File: config.mk
export PLATFORM = sky130hd
export DESIGN_NAME = lp_entry_detect
export DESIGN_NICKNAME = d
export VERILOG_FILES = /design/src/rtl/lp_pkg.sv /design/src/rtl/lp_window_sel.sv /design/src/rtl/lp_lowtime_ctr.sv /design/src/rtl/lp_hyst_cmp.sv /design/src/rtl/lp_entry_detect.sv
export SDC_FILE = /design/constraint.sdc
export NUM_CORES = 1
export LEC_CHECK = 0
export ABC_CLOCK_PERIOD_IN_PS = 3130
export BUFFER_PORTS_ARGS = -buffer_cell sky130_fd_sc_hd__buf_2
export CAP_MARGIN = 20
export CORE_MARGIN = 2
export CORE_UTILIZATION = 53
export CTS_CLUSTER_DIAMETER = 50
export DETAILED_ROUTE_END_ITERATION = 7
export PLACE_DENSITY = 0.73
export RECOVER_POWER = 25
export REMOVE_ABC_BUFFERS = 1
export SLEW_MARGIN = 10
export SYNTH_ARGS = -nofsm -noshare
export SYNTH_HDL_FRONTEND = slang
export SYNTH_SLANG_ARGS = --single-unit
File: constraint.sdc
create_clock -name clk -period 3.13 [get_ports clk]
set_input_delay 0.313 -clock clk [delete_from_list [all_inputs] [get_ports clk]]
set_output_delay 0.313 -clock clk [all_outputs]
set_load 0.03 [all_outputs]
File: src/rtl/lp_pkg.sv
package lp_pkg;

    typedef enum logic [1:0] {
        ST_RUN  = 2'd0,
        ST_STBY = 2'd1,
        ST_SLP  = 2'd2
    } lp_state_e;

    typedef struct packed {
        lp_state_e  state;
        logic       pin;
        logic [2:0] cfg;
        logic       wake;
    } lp_regs_t;

endpackage

File: src/rtl/lp_window_sel.sv
module lp_window_sel #(
    parameter int W0    = 50,
    parameter int W1    = 200,
    parameter int W2    = 20000,
    parameter int W3    = 200000,
    parameter int CNT_W = 18
) (
    input  logic [1:0]       sel,
    output logic [CNT_W-1:0] limit
);
    localparam int NWIN = 4;
    localparam int WTAB [NWIN] = '{W0, W1, W2, W3};

    logic [CNT_W-1:0] lim_tab [NWIN];

    for (genvar i = 0; i < NWIN; i++) begin : g_lim
        assign lim_tab[i] = CNT_W'(WTAB[i]);
    end

    assign limit = lim_tab[sel];
endmodule

File: src/rtl/lp_lowtime_ctr.sv
module lp_lowtime_ctr #(
    parameter int CNT_W = 18
) (
    input  logic             clk,
    input  logic             rst_n,
    input  logic             clear,
    input  logic             tick,
    input  logic [CNT_W-1:0] limit,
    output logic             reached
);
    logic [CNT_W-1:0] cnt_d, cnt_q;
    logic [CNT_W:0]   cnt_inc;

    always_comb begin
        cnt_inc = {1'b0, cnt_q} + 1'b1;
        reached = !clear && tick && (cnt_inc >= {1'b0, limit});
        cnt_d   = cnt_q;
        if (clear) begin
            cnt_d = '0;
        end else if (tick) begin
            cnt_d = reached ? '0 : cnt_inc[CNT_W-1:0];
        end
    end

    always_ff @(posedge clk or negedge rst_n) begin
        if (!rst_n) begin
            cnt_q <= '0;
        end else begin
            cnt_q <= cnt_d;
        end
    end
endmodule

File: src/rtl/lp_hyst_cmp.sv
module lp_hyst_cmp #(
    parameter int DUTY_W    = 10,
    parameter int HYST_STEP = 20
) (
    input  logic [DUTY_W-1:0] duty,
    input  logic [1:0]        sel,
    output logic              above
);
    localparam int TW = DUTY_W + 1;

    logic [TW-1:0] thr;

    always_comb begin
        thr   = TW'(sel) * TW'(HYST_STEP);
        above = {1'b0, duty} > thr;
    end
endmodule

File: src/rtl/lp_entry_detect.sv
module lp_entry_detect
    import lp_pkg::*;
#(
    parameter int WIN0_US   = 50,
    parameter int WIN1_US   = 200,
    parameter int WIN2_US   = 20000,
    parameter int WIN3_US   = 200000,
    parameter int DUTY_W    = 10,
    parameter int HYST_STEP = 20
) (
    input  logic              clk,
    input  logic              rst_n,
    input  logic              us_tick,
    input  logic              spd_in,
    input  logic [DUTY_W-1:0] duty_cmd,
    input  logic [1:0]        win_sel,
    input  logic              lp_mode,
    input  logic [1:0]        hyst_sel,
    output logic              standby_o,
    output logic              sleep_o,
    output logic              wake_o
);
    localparam int WMAX01 = (WIN0_US > WIN1_US) ? WIN0_US : WIN1_US;
    localparam int WMAX23 = (WIN2_US > WIN3_US) ? WIN2_US : WIN3_US;
    localparam int WMAX   = (WMAX01 > WMAX23) ? WMAX01 : WMAX23;
    localparam int CNT_W  = $clog2(WMAX + 1);

    lp_regs_t         r_d, r_q;
    logic [CNT_W-1:0] win_limit;
    logic             win_done;
    logic             cnt_clear;
    logic             duty_above;
    logic             pin_rise;
    logic             cfg_chg;

    lp_window_sel #(
        .W0(WIN0_US), .W1(WIN1_US), .W2(WIN2_US), .W3(WIN3_US), .CNT_W(CNT_W)
    ) u_win (
        .sel   (win_sel),
        .limit (win_limit)
    );

    lp_lowtime_ctr #(.CNT_W(CNT_W)) u_ctr (
        .clk     (clk),
        .rst_n   (rst_n),
        .clear   (cnt_clear),
        .tick    (us_tick),
        .limit   (win_limit),
        .reached (win_done)
    );

    lp_hyst_cmp #(.DUTY_W(DUTY_W), .HYST_STEP(HYST_STEP)) u_hyst (
        .duty  (duty_cmd),
        .sel   (hyst_sel),
        .above (duty_above)
    );

    always_comb begin
        pin_rise  = spd_in && !r_q.pin;
        cfg_chg   = ({win_sel, lp_mode} != r_q.cfg);
        cnt_clear = (r_q.state != ST_RUN) || spd_in || cfg_chg;

        r_d       = r_q;
        r_d.pin   = spd_in;
        r_d.cfg   = {win_sel, lp_mode};
        r_d.wake  = 1'b0;

        case (r_q.state)
            ST_RUN: begin
                if (win_done) begin
                    r_d.state = lp_mode ? ST_SLP : ST_STBY;
                end
            end
            ST_STBY: begin
                if (duty_above) begin
                    r_d.state = ST_RUN;
                end
            end
            ST_SLP: begin
                if (pin_rise) begin
                    r_d.state = ST_RUN;
                    r_d.wake  = 1'b1;
                end
            end
            default: r_d.state = ST_RUN;
        endcase
    end

    always_ff @(posedge clk or negedge rst_n) begin
        if (!rst_n) begin
            r_q <= '{state: ST_RUN, pin: 1'b0, cfg: 3'b000, wake: 1'b0};
        end else begin
            r_q <= r_d;
        end
    end

    assign standby_o = (r_q.state == ST_STBY);
    assign sleep_o   = (r_q.state == ST_SLP);
    assign wake_o    = r_q.wake;
endmodule

==> impl_summary.md, run 1 <==
Outcome
The flow ran to the end, and the final reports show no timing, DRC or antenna violations.

Clock network
After clock tree synthesis, the clock-pin slew on the worst setup and hold paths is 0.14 ns. The TritonCTS clock tree is done. The library cell used as clock root buffer is sky130_fd_sc_hd__clkbuf_4. The number of buffers inserted during clock tree synthesis is 3. In this run the deepest clock path goes through 2 buffers. The later pin in the worst-skew pair is clocked with a latency of 0.34 ns. CTS built an H-tree with a depth of 1. The number of sinks handled by clock tree synthesis is 25.

Setup path
The reg-to-reg setup timing slack is 0.02 ns. The slowest cell on the critical path is sky130_fd_sc_hd__or4_4. Data on the critical path is required at its endpoint by 3.38 ns. The worst reg2reg path depth is 15. The signal on the critical path passes through buf_6, nand3_4, nor2_4, nand2_4, nor2_4, xor2_2, ha_1, nand3_1, or4_4, o211ai_1, and4b_2, o211ai_4, buf_6, a21oi_2, a21o_1. The critical path in this run is classified as flop to flop. The nature of the critical path endpoint is a flop. The worst path arrival time is 3.36 ns. The capturing point of the worst reg2reg path is u_ctr.cnt_q[5]$_DFFE_PN0P_. The startpoint class of the critical path is a flop. The delay contributed by the slowest stage of the critical path is 0.53 ns. The top fanout value on the critical path is 7. In this run the critical register-to-register path is launched from u_ctr.cnt_q[3]$_DFFE_PN0P_.

Power and ir drop
For this design the ratio of total power to cell area is 224 mW/mm². The highest ir drop seen on vdd is 0.216 mV. For this design the static power due to leakage is 1.22 nW.

Timing
The total count of hold-check failures in the final report was 0. The final clock skew is 0.00183 ns. The worst setup margin is 0.0178 ns. The normalized max-slew margin is 7.33%. Setup repair after global routing could not meet its margin everywhere. The smallest clock period supported by the final layout is computed as 3.11 ns. The count of pins over their slew limit is 0. Setup violations remaining at the end of the flow were counted as 0. The accumulated negative setup slack is 0 ns.

In the finished design, the share of the clock period the worst path needs comes to 99.4%. At the pin with the least slew margin, the transition time is 1.39 ns. Derived from the worst setup path, the maximum achievable clock frequency is 321 MHz.

Floorplanning
The core region is 0.00339 mm². In this run the core area contains 21 standard-cell rows. The overall die width is 63.9 µm. The floorplan step defined a die boundary enclosing 0.00409 mm². Once the floorplan was initialized, standard cells occupied 56.1% of the core. The die is 63.9 µm tall. The I/O pin total is 22.

Final layout
After the last flow step, the layout net total stands at 317. From synthesis to final layout, the design area changed by 30.8%. The number of standard cells in the final layout excluding fillers is 325. The total inserted antenna cells is 0. Cells with a size suffix above 1 make up 31.5% of the layout.

Synth
The netlist uses 38 different library cells. The count of flip-flops with a built-in enable after synthesis is 0. Summing the areas of all and, or, nand and nor instances in the mapped netlist gives 28.7% of the synthesized area. Counting instances in the post-synthesis netlist gives the leading cell types as sky130_fd_sc_hd__nand2_1, sky130_fd_sc_hd__dfrtp_1, sky130_fd_sc_hd__ha_1, sky130_fd_sc_hd__nand3_1, sky130_fd_sc_hd__o21ai_0. For this run, asynchronously set or reset flops after synthesis account for 100%.

The proportion of netlist area held by the largest area contributor is 32.9%. The mean instance size in the synthesized netlist is 8.57 µm². The total number of yosys warnings is 0. After synthesis, flip-flops and latches occupy 32.9% of the total area.

The largest family of logic cells by synthesized area is simple AND/OR/NAND/NOR gates. sky130_fd_sc_hd__dfrtp_1 takes more of the synthesized area than any other cell. Of the post-synthesis cell area, the part taken by muxes is 0%. The most frequent cell after synthesis is sky130_fd_sc_hd__nand2_1. The number of flip-flops and latches in the synthesized netlist is 25. Yosys attributes the largest share of cell area to sky130_fd_sc_hd__dfrtp_1, sky130_fd_sc_hd__ha_1, sky130_fd_sc_hd__nand2_1. The synthesized instance count is 222. For this run, the leading register cell type out of synthesis is sky130_fd_sc_hd__dfrtp_1. Of the total synthesized cell area, the portion taken by full adders, half adders and majority gates is 11.8%.

The cell area that synthesis handed to floorplanning was 0.00190 mm². The compound-cell area share of the yosys netlist is 16.0%. After Yosys synthesis, XOR and XNOR cells account for 6.44% of the synthesized area.

Global route
The global routing usage summed across all routing layers is 24.1%. Entering global routing, the biggest net connects 26 pins. The first global-routing pass estimated 7.73 mm of wire. After global routing the overflow that remains totals 0. The via count of the first global-routing pass was 1,733.

The number of antenna violations at the first check in global routing was 0.

Worst hold path
In this run the most critical hold path is launched from spd_in. The number of stages on the worst hold path is 1. The endpoint of the worst hold path is r_q[4]$_DFF_PN0_. The classification of the worst-slack hold path is input pin to flop.

Routing
In this run, the number of DRC markers left after iteration 0 of detailed routing was 199. Wires add up to 4.83 mm. The first TritonRoute pass finished after 4 iterations. The routed wirelength normalized by instance count is 14.8 µm.

The remaining number of nets flagged by the antenna check after routing is 0. Summing over every cut layer, the via total after detailed routing is 1,830. Using the TritonRoute via totals, the vias-per-cell ratio works out to 5.63. The total DRC errors in the routed layout is 0.

Place
Port buffering added 21 buffers. The number of placed cells counting well taps is 309. Before CTS, the worst setup slack after placement is -0.107 ns.

Summed over all nets, the half-perimeter wirelength after detailed placement is 3.48 mm. The placer congestion estimate is 0.887.

Job
Across the run, the number of max-cap violations was 0.
## flip-flops by register name (all words and copies together) (netlist names)
signal       cells
wake_o           1
u_ctr.cnt_q     18
r_q              6
## metrics by stage
| stage | instance area [µm²] | util [%] | hold WS (ns) | total power [mW] |
|---|---|---|---|---|
| after floorplan | 1870 | - | 0.0174 | 0.368 |
| after global placement | 2230 | 65.7 | 0.336 | 0.400 |
| after detailed placement | 2230 | 65.7 | 0.341 | 0.402 |
| after CTS | 2330 | 68.7 | 0.0977 | 0.557 |
| after global routing | 2490 | 73.5 | 0.0994 | 0.581 |
| final | 2490 | 73.5 | 0.103 | 0.557 |
## worst max-delay path by stage
stage | startpoint | slack, ns | end
finish | u_ctr.cnt_q[3]$_DFFE_PN0P_ | 0.02 | u_ctr.cnt_q[5]$_DFFE_PN0P_
global route | u_ctr.cnt_q[3]$_DFFE_PN0P_ | -0.14 | u_ctr.cnt_q[2]$_DFFE_PN0P_
CTS | u_ctr.cnt_q[0]$_DFFE_PN0P_ | 0.008 | u_ctr.cnt_q[12]$_DFFE_PN0P_
detailed placement | u_ctr.cnt_q[3]$_DFFE_PN0P_ | -0.11 | u_ctr.cnt_q[2]$_DFFE_PN0P_
global placement | u_ctr.cnt_q[2]$_DFFE_PN0P_ | -0.03 | u_ctr.cnt_q[2]$_DFFE_PN0P_
floorplan | u_ctr.cnt_q[0]$_DFFE_PN0P_ | -0.13 | u_ctr.cnt_q[12]$_DFFE_PN0P_
## cells by family after synthesis
logic type / Yosys count
adders and majority gates: 18
and+or+nand+nor: 108
AOI/OAI and AO/OA: 39
buffers and inverters: 18
DFF: 25
xor gates and xnor gates: 14
## power by group
| group | switching [mW] | leakage (nW) | total [mW] | internal [mW] |
|---|---|---|---|---|
| clock network | 0.107 | 0.0150 | 0.157 | 0.0503 |
| logic | 0.0428 | 0.862 | 0.0728 | 0.0300 |
| registers | 0.00140 | 0.340 | 0.327 | 0.326 |
| total | 0.151 | 1.22 | 0.557 | 0.406 |
## what timing repair did
action | in CTS | in global routing
resized for setup | 6 | 26
setup endpoints to repair | 16 | 19
pin swaps | 4 | 13
hold buffers | 1 | 0
endpoints found under the hold margin | 25 | 0
gates cloned | 1 | 0
setup buffers | 5 | 5
## per-layer routing
layer / vias up / global-route usage [%] / share of wire (%)
met5: - / 0 / 0
met4: 0 / 9.51 / 1.7
met3: 7 / 2.99 / 4.5
met2: 45 / 41.7 / 51
met1: 876 / 30.5 / 43
li1: 902 / - / -
## critical path, delay by kind of cell, from the launching register on
family                     cells  cell delay [ns]
AOI/OAI and AO/OA              4             0.55
DFF                            1             0.40
and+or+nand+nor                7             1.35
adders and majority gates      1             0.32
buffers and inverters          2             0.30
xor gates and xnor gates       1             0.09
## layout make-up
cell class	instances	area (µm²)
timing repair buffer	58	394
multi-input combinational	180	1340
clock buffer	4	26.3
inverter	12	45.0
sequential	25	626
fill	256	900
tap	46	57.6
## placed cells by master (no fill, tap or decap), types with 4 or more instances in the layout
master                     instances
sky130_fd_sc_hd__xor2_1            5
sky130_fd_sc_hd__dfrtp_1          25
sky130_fd_sc_hd__ha_1             17
sky130_fd_sc_hd__nand2_1          32
sky130_fd_sc_hd__nor2b_1           5
sky130_fd_sc_hd__o21ai_0          13
sky130_fd_sc_hd__nor2_1            8
sky130_fd_sc_hd__clkbuf_1          6
sky130_fd_sc_hd__inv_1            12
sky130_fd_sc_hd__nand2b_1         10
sky130_fd_sc_hd__buf_2            16
sky130_fd_sc_hd__a21oi_1           5
sky130_fd_sc_hd__nand4_1           5
sky130_fd_sc_hd__nand3_1          14
sky130_fd_sc_hd__buf_4            32
sky130_fd_sc_hd__nor3_1            4
sky130_fd_sc_hd__a21o_1            4
sky130_fd_sc_hd__buf_6             4
sky130_fd_sc_hd__nand2_2           4
sky130_fd_sc_hd__xnor2_1           5
Power figures use the tool's default switching activity.
==> run 2: changes to the inputs <==
--- a/config.mk
+++ b/config.mk
@@ -8,7 +8,7 @@
 export ABC_CLOCK_PERIOD_IN_PS = 3130
 export BUFFER_PORTS_ARGS = -buffer_cell sky130_fd_sc_hd__buf_2
 export CAP_MARGIN = 20
-export CORE_MARGIN = 2
+export CORE_MARGIN = 4
 export CORE_UTILIZATION = 53
 export CTS_CLUSTER_DIAMETER = 50
 export DETAILED_ROUTE_END_ITERATION = 7
==> run 2 against run 1 <==
The flow now finishes with violations (negative setup slack). Clock-buffer cell count decreased by 1. Wire length increased by 3.3%. Critical path depth unchanged.
==> impl_summary.md, run 2 (synthesis gave the netlist of run 1 again) <==
Clock network
TritonCTS built the clock tree. The deepest clock path buffer count is 2 (unchanged). The clock latency reported for the late side of the worst-skew pair is 0.33 ns (about the same).

The register clock-pin slew on the reported worst setup and hold paths is 0.14 ns (about the same). The level count of the clock H-tree is 1 (unchanged). The number of sinks handled by clock tree synthesis was 25 (unchanged). The number of buffers inserted during clock tree synthesis was 3 (unchanged). The library cell used as clock root buffer is sky130_fd_sc_hd__clkbuf_4.

Timing
The minimum clock period after layout is 3.18 ns (+0.0717 ns). The worst setup margin is -0.0540 ns (-0.0717 ns). The top achievable clock speed is 314 MHz (-2.3%). The actual transition at the worst max-transition pin is 1.40 ns (+0.0123 ns). The final clock skew was 0.00290 ns (+0.00107 ns). The period utilization was 102% (+2.3 points).

The normalized max-slew margin came to 6.51% (-0.82 points). Setup repair after global routing could not meet its margin everywhere. The number of endpoints failing setup at the final stage is 12 (+12). The count of pins over their slew limit was 0 (unchanged). The total count of hold-check failures in the final report is 0 (unchanged).

The worst hold-check slack is 0.110 ns (+0.00713 ns).

Global route
The remaining global-route overflow is 0 (unchanged). The global-route wire length before repair was 8.05 mm (+4.0%). The via count of the first global-routing pass is 1,836 (+5.9%).

The number of antenna violations at the first check in global routing came to 0 (unchanged). The largest net degree at the start of global routing is 26 (unchanged). The global routing usage summed across all routing layers is 23.3% (-0.78 points).

Final layout
The total inserted antenna cells is 0 (unchanged). The layout net count is 320 (+0.95%). The number of flip-flops under the largest register name came to 18 (unchanged). The share of the core filled with cells in the final layout is 73.3% (-0.15 points). The multi-input combinational cell area is 0.00131 mm² (-2.4%). The register area is 626 µm² (unchanged). Leaving out fill and tap cells, the most frequent cells in the layout are sky130_fd_sc_hd__buf_4, sky130_fd_sc_hd__nand2_1, sky130_fd_sc_hd__dfrtp_1, sky130_fd_sc_hd__ha_1, sky130_fd_sc_hd__buf_2. Leaving out fill and tap cells, the most frequent cell in the layout is sky130_fd_sc_hd__buf_4. From synthesis to final layout, the design area changed by 30.6%.

The share of layout cells above drive strength 1 was 32.3% (+0.73 points). The register with the most flip-flops in the final layout is u_ctr.cnt_q. The total of fill cells in the finished design is 250 (-2.3%).

Floorplanning
The core box area is 0.00339 mm² (unchanged). The overall die width is 67.9 µm (+6.3%). The total number of placement rows is 21 (unchanged). The area of the die is 0.00461 mm² (+13%). The height of the die is 67.9 µm (+6.3%). The initial core utilization is 56.1% (unchanged).

The I/O pin total is 22 (unchanged).

Routing
The routed wire length came to 4.99 mm (+3.3%). The DRC marker count from the first detailed-route iteration came to 127 (-36%). The routed wirelength normalized by instance count is 15.2 µm (+2.4%). The total DRC errors in the routed layout is 0 (unchanged). The remaining number of nets flagged by the antenna check after routing was 0 (unchanged).

The vias per cell came to 5.59 (-0.70%). The number of search-and-repair iterations in the first detailed-routing pass is 4 (unchanged). The routed via count is 1,834 (+0.22%).

Setup path
The worst path arrival time is 3.43 ns (+0.07 ns). Traced cell by cell, the critical path runs through buf_4, nand3_2, nor2_2, nand2_2, nor2_4, xor2_2, ha_1, nand3_1, or4_1, o211ai_1, and4b_2, o211ai_4, buf_6, a21oi_2, a21o_1. The type of the worst setup path is flop to flop.

The worst reg2reg path depth is 15 (unchanged). In this run the critical register-to-register path is launched from u_ctr.cnt_q[2]$_DFFE_PN0P_. The worst setup path is captured at a flop.

The slowest cell on the critical path is sky130_fd_sc_hd__or4_1. The end of the critical path is u_ctr.cnt_q[5]$_DFFE_PN0P_. The reg-to-reg setup timing slack was -0.05 ns (-0.07 ns). The delay contributed by the slowest stage of the critical path is 0.49 ns (-0.04 ns). The capturing point of the worst reg2reg path is u_ctr.cnt_q[5]$_DFFE_PN0P_. The worst path required time was 3.37 ns (about the same).

The top fanout value on the critical path is 7 (unchanged). The worst setup path is launched from a flop. The most critical setup path has its startpoint at u_ctr.cnt_q[2]$_DFFE_PN0P_.

Power and ir drop
The standby leakage power is 1.23 nW (+1.4%). The highest ir drop seen on vdd is 0.169 mV (-22%). The areal power density over the cells came to 223 mW/mm² (-0.28%). The final total power is 0.555 mW (-0.48%).

Worst hold path
The number of stages on the worst hold path is 1 (unchanged). The classification of the worst-slack hold path is input pin to flop.

Outcome
The final reports fail on negative setup slack. The flow ran to the end, but the final reports show violations.

Place
The pre-CTS setup slack is -0.101 ns (+0.00584 ns). The half-perimeter wire length after detailed placement is 3.61 mm (+3.7%). The placer congestion estimate is 0.931 (+5.0%). The count of port buffers added during placement was 21 (unchanged).

Job
The number of violations of the max-capacitance limit came to 0 (unchanged).
-- run 2: changes by cell type in the layout (fill, tap and decap cells not counted), sizes merged --
cell and delta:
clkbuf -1, clkinv +1, buf +4, o211ai -1
-- run 2: worst min-delay path by stage --
stage | start | end | slack [ns]
floorplan | rst_n | r_q[1]$_DFF_PN0_ | 0.02
global placement | rst_n | r_q[5]$_DFFE_PN0P_ | 0.34
detailed placement | rst_n | r_q[1]$_DFF_PN0_ | 0.34
CTS | spd_in | r_q[4]$_DFF_PN0_ | 0.10
global route | spd_in | r_q[4]$_DFF_PN0_ | 0.11
finish | spd_in | r_q[4]$_DFF_PN0_ | 0.11
-- run 2: power by group --
group	switching (mW)	total (mW)	internal, mW
clock	0.105	0.153	0.0481
combinational	0.0428	0.0747	0.0319
sequential	0.00140	0.327	0.326
total	0.149	0.555	0.406
-- run 2: final cells by class --
class / instances / share of cell area [%]
Sequential cell: 25 / 25.2
Inverter: 12 / 1.81
Timing Repair Buffer: 62 / 16.9
Clock buffer: 3 / 0.906
Clock inverter: 1 / 0.201
Tap cell: 46 / 2.32
Multi-Input combinational cell: 179 / 52.7
-- run 2: repair_timing --
action                                 in CTS  in global routing
hold buffers                                1                  0
endpoints found under the hold margin      25                  0
gates resized for setup                    16                 11
pin swaps                                   9                  9
setup endpoints to repair                  13                 16
setup buffers                              10                  5
-- run 2: critical path: cells and delay by family (launching register included) --
kind	cells	cell delay, ns
buffers and inverters	2	0.32
xor gates and xnor gates	1	0.10
and+or+nand+nor	7	1.36
DFF	1	0.40
AOI/OAI and AO/OA	4	0.58
adders and majority gates	1	0.32
-- run 2: stage by stage --
| step | setup TNS, ns | area [µm²] | instances |
|---|---|---|---|
| after detailed placement | -0.712 | 2220 | 308 |
| after CTS | 0 | 2400 | 323 |
| after global routing | -3.03 | 2480 | 328 |
| after floorplan | -0.254 | 1870 | 216 |
| final | -0.364 | 2480 | 328 |
| after global placement | -0.0364 | 2220 | 308 |
-- run 2: per-layer routing --
metal | wire (µm) | up-vias | GRT usage [%]
li1 | - | 907 | -
met1 | 2210 | 865 | 28.5
met2 | 2430 | 51 | 41.3
met3 | 233 | 11 | 2.30
met4 | 116 | 0 | 10.2
met5 | 0 | - | 0
==> run 3: changes to the inputs <==
--- a/config.mk
+++ b/config.mk
@@ -7,9 +7,10 @@
 export LEC_CHECK = 0
 export ABC_CLOCK_PERIOD_IN_PS = 3130
 export BUFFER_PORTS_ARGS = -buffer_cell sky130_fd_sc_hd__buf_2
-export CAP_MARGIN = 20
+export CELL_PAD_IN_SITES_DETAIL_PLACEMENT = 1
+export CELL_PAD_IN_SITES_GLOBAL_PLACEMENT = 2
 export CORE_MARGIN = 4
-export CORE_UTILIZATION = 53
+export CORE_UTILIZATION = 32
 export CTS_CLUSTER_DIAMETER = 50
 export DETAILED_ROUTE_END_ITERATION = 7
 export PLACE_DENSITY = 0.73
==> constraint.sdc (replaced) <==
create_clock -name clk -period 3.13 [get_ports clk]
set_input_delay 0.4695 -clock clk [delete_from_list [all_inputs] [get_ports clk]]
set_output_delay 0.4695 -clock clk [all_outputs]
set_load 0.03 [all_outputs]
==> run 3 against run 2 <==
The run still ends with negative setup slack left. Sequential power about the same. Sequential share of layout area down 0.67 points. Non-clock buffer count down 4. Clock-buffer cell count up 1. Global-route usage down 7.4 points. Die area up 57%. Combinational power down 0.8%. Via count down 3.0%. Cell area up 2.7%. Clock skew up 0.010 ns. Setup slack better by 0.030 ns. Power up 9.1%. Critical endpoint unchanged. Largest power group unchanged.
==> impl_summary.md, run 3 (synthesis gave the netlist of run 1 again) <==
Outcome
The flow ran to the end, but the final reports show violations. The checks that failed: negative setup slack.

Worst hold path
The number of stages on the worst hold path is 1 (unchanged). The classification of the worst-slack hold path is input pin to flop. The startpoint identified for the worst hold timing path is spd_in. The worst hold path terminates at r_q[4]$_DFF_PN0_.

Timing
The final clock skew is 0.0129 ns (+0.0100 ns). The top achievable clock speed came to 317 MHz (+0.94%). The period utilization came to 101% (-0.95 points).

The number of endpoints failing setup at the final stage is 6 (-6). The count of pins over their slew limit is 0 (unchanged). The total count of hold-check failures in the final report is 0 (unchanged). The actual transition at the worst max-transition pin was 1.43 ns (+0.0286 ns). Setup repair after global routing could not meet its margin everywhere.

The worst setup margin is -0.0242 ns (+0.0297 ns). The minimum clock period after layout came to 3.15 ns (-0.0297 ns). The normalized max-slew margin is 4.60% (-1.9 points). The worst hold-check slack is 0.337 ns (+0.227 ns).

Routing
The DRC marker count from the first detailed-route iteration is 38 (-70%). The remaining number of nets flagged by the antenna check after routing is 0 (unchanged). The highest layer touched by signal routing is met4. The routed wire length is 5.66 mm (+13%). The vias per cell was 5.08 (-9.1%).

The total DRC errors in the routed layout is 0 (unchanged). The routed via count came to 1,779 (-3.0%). The routed wirelength normalized by instance count is 16.2 µm (+6.3%). The length of routed wiring on met1 is 2.51 mm (+14%). The number of search-and-repair iterations in the first detailed-routing pass is 4 (unchanged). The met3 routed wirelength came to 218 µm (-6.4%).

The total met2 wirelength after detailed routing is 2.82 mm (+16%).

Clock network
The deepest clock path buffer count is 2 (unchanged). The number of buffers inserted during clock tree synthesis is 3 (unchanged). TritonCTS built the clock tree. The cell sitting at the root of the clock tree is a sky130_fd_sc_hd__clkbuf_8. The register clock-pin slew on the reported worst setup and hold paths is 0.10 ns (-0.04 ns).

The number of sinks handled by clock tree synthesis was 25 (unchanged). The number of hold buffers added after CTS is 0 (-1). The level count of the clock H-tree is 1 (unchanged). The clock latency reported for the late side of the worst-skew pair is 0.28 ns (-0.05 ns).

Final layout
The most common cell after layout, fill and taps aside is sky130_fd_sc_hd__buf_4. The register area is 626 µm² (unchanged). The register with the most flip-flops is u_ctr.cnt_q. The number of standard cells in the final layout excluding fillers is 350 (+6.7%). The multi-input combinational cell area came to 0.00137 mm² (+4.3%). The cell area after layout is 0.00255 mm² (+2.7%).

The number of flip-flops under the largest register name was 18 (unchanged). The share of layout cells above drive strength 1 is 33.5% (+1.2 points). In the layout the commonest cells are sky130_fd_sc_hd__buf_4, sky130_fd_sc_hd__nand2_1, sky130_fd_sc_hd__dfrtp_1, sky130_fd_sc_hd__buf_2, sky130_fd_sc_hd__ha_1. The share of the core filled with cells in the final layout is 45.2% (-28 points). The total inserted antenna cells is 0 (unchanged). The total of fill cells in the finished design is 673 (+170%).

The layout net count is 316 (-1.3%). From synthesis to final layout, the design area changed by 34.1%.

Floorplanning
The height of the die is 85.1 µm (+25%). The total number of placement rows is 27 (+29%). The I/O pin total is 22 (unchanged).

The overall die width is 85.1 µm (+25%). The initial core utilization is 33.7% (-22 points). The area of the die is 0.00724 mm² (+57%). The core box area is 0.00564 mm² (+66%).

Setup path
Traced cell by cell, the critical path runs through and3_4, and3_4, and3_4, xor2_1, ha_1, nand4_1, or4_1, o211ai_1, and4b_2, o211ai_4, buf_6, a21oi_2, a21o_1. The worst reg2reg path depth is 13 (-2). The cell occurring most often along the worst timing path is sky130_fd_sc_hd__and3_4.

The capturing point of the worst reg2reg path is u_ctr.cnt_q[5]$_DFFE_PN0P_. On the critical path the largest part of the delay comes from simple AND/OR/NAND/NOR gates. The top fanout value on the critical path is 7 (unchanged). The worst path required time is 3.31 ns (-0.06 ns). The launching point of the worst reg2reg path is u_ctr.cnt_q[3]$_DFFE_PN0P_. The reg-to-reg setup timing slack came to -0.02 ns (+0.03 ns).

The nature of the critical path endpoint is a flop. The worst setup path is launched from a flop. The number of buffers and inverters on the critical path came to 1 (-1). The worst path arrival time came to 3.34 ns (-0.09 ns). Among all stages on the critical path, the largest delay is contributed by sky130_fd_sc_hd__or4_1.

The delay contributed by the slowest stage of the critical path is 0.53 ns (+0.04 ns). The worst setup path is of the flop to flop kind.

Job
The number of violations of the max-capacitance limit is 0 (unchanged).

Power and ir drop
The switching share of power is 26.2% (-0.65 points). The highest ir drop seen on vdd is 0.130 mV (-23%). The standby leakage power is 1.23 nW (about the same).

The cell internal power dissipation was 0.447 mW (+10%). The final total power came to 0.605 mW (+9.1%). The clock group share of total power is 33.7% (+6.2 points).

The sequential group share of total power is 54.1% (-4.9 points). The logic gate share of total power is 12.3% (-1.2 points). The net switching power is 0.158 mW (+6.4%). The areal power density over the cells was 237 mW/mm² (+6.2%).

Global route
The global-route wire length before repair came to 9.18 mm (+14%). The number of antenna violations at the first check in global routing came to 0 (unchanged). The global routing usage summed across all routing layers is 15.9% (-7.4 points). The largest net degree at the start of global routing is 26 (unchanged). The remaining global-route overflow is 0 (unchanged). The via count of the first global-routing pass is 1,837 (+0.054%).

Place
The placer congestion estimate was 0.904 (-2.9%). The half-perimeter wire length after detailed placement is 4.28 mm (+19%). The standard cell area after detailed placement came to 0.00229 mm² (+3.2%). The number of placed cells counting well taps is 339 (+10%). The count of port buffers added during placement is 21 (unchanged).
run 3: power groups by stage:
stage               clock (mW)  sequential [mW]  combinational, mW
global route             0.222            0.328             0.0847
CTS                      0.214            0.327             0.0746
global placement             0            0.333             0.0710
floorplan                    0            0.334             0.0344
finish                   0.204            0.327             0.0741
detailed placement           0            0.334             0.0730
run 3: metrics by stage:
stage / setup TNS [ns] / setup slack, ns
finish: -0.0875 / -0.0242
global route: -1.56 / -0.147
CTS: 0 / 0.00970
detailed placement: -0.524 / -0.0938
global placement: -0.0183 / -0.00856
floorplan: -0.254 / -0.127
run 3: worst register-to-register path, cell delays in order, from the launching register on:
cell	delay (ns)
sky130_fd_sc_hd__dfrtp_1	0.40
sky130_fd_sc_hd__and3_4	0.20
sky130_fd_sc_hd__and3_4	0.18
sky130_fd_sc_hd__and3_4	0.17
sky130_fd_sc_hd__xor2_1	0.15
sky130_fd_sc_hd__ha_1	0.31
sky130_fd_sc_hd__nand4_1	0.09
sky130_fd_sc_hd__or4_1	0.53
sky130_fd_sc_hd__o211ai_1	0.08
sky130_fd_sc_hd__and4b_2	0.27
sky130_fd_sc_hd__o211ai_4	0.29
sky130_fd_sc_hd__buf_6	0.18
sky130_fd_sc_hd__a21oi_2	0.04
sky130_fd_sc_hd__a21o_1	0.15
run 3: area by class of cell:
cell class / instances / area share (%)
multi-input combinational: 179 / 53.5
sequential: 25 / 24.5
timing repair buffer: 58 / 15.0
tap: 72 / 3.53
clock buffer: 4 / 1.76
inverter: 12 / 1.76
run 3: worst max path at each step:
| stage | start | to | slack, ns | depth (start not counted) |
|---|---|---|---|---|
| 3_3_place_gp | u_ctr.cnt_q[1]$_DFFE_PN0P_ | u_ctr.cnt_q[5]$_DFFE_PN0P_ | -0.009 | 13 |
| 4_1_cts | u_ctr.cnt_q[5]$_DFFE_PN0P_ | u_ctr.cnt_q[5]$_DFFE_PN0P_ | 0.01 | 13 |
| 5_1_grt | u_ctr.cnt_q[0]$_DFFE_PN0P_ | u_ctr.cnt_q[2]$_DFFE_PN0P_ | -0.15 | 13 |
| 2_1_floorplan | u_ctr.cnt_q[0]$_DFFE_PN0P_ | u_ctr.cnt_q[12]$_DFFE_PN0P_ | -0.13 | 12 |
| 6_report | u_ctr.cnt_q[3]$_DFFE_PN0P_ | u_ctr.cnt_q[5]$_DFFE_PN0P_ | -0.02 | 13 |
| 3_5_place_dp | u_ctr.cnt_q[1]$_DFFE_PN0P_ | u_ctr.cnt_q[5]$_DFFE_PN0P_ | -0.09 | 13 |
run 3: repair_timing:
action                                  4_1_cts  5_1_grt
gates resized for setup                       7       28
pin swaps                                     3       11
buffers inserted                              3        4
endpoints found under the setup margin       14       19
run 3: routing by layer:
metal  track usage (%)  up-vias
met1              19.9      844
li1                  -      901
met5                 0        -
met3              3.11        9
met4              4.32        0
met2              27.8       25
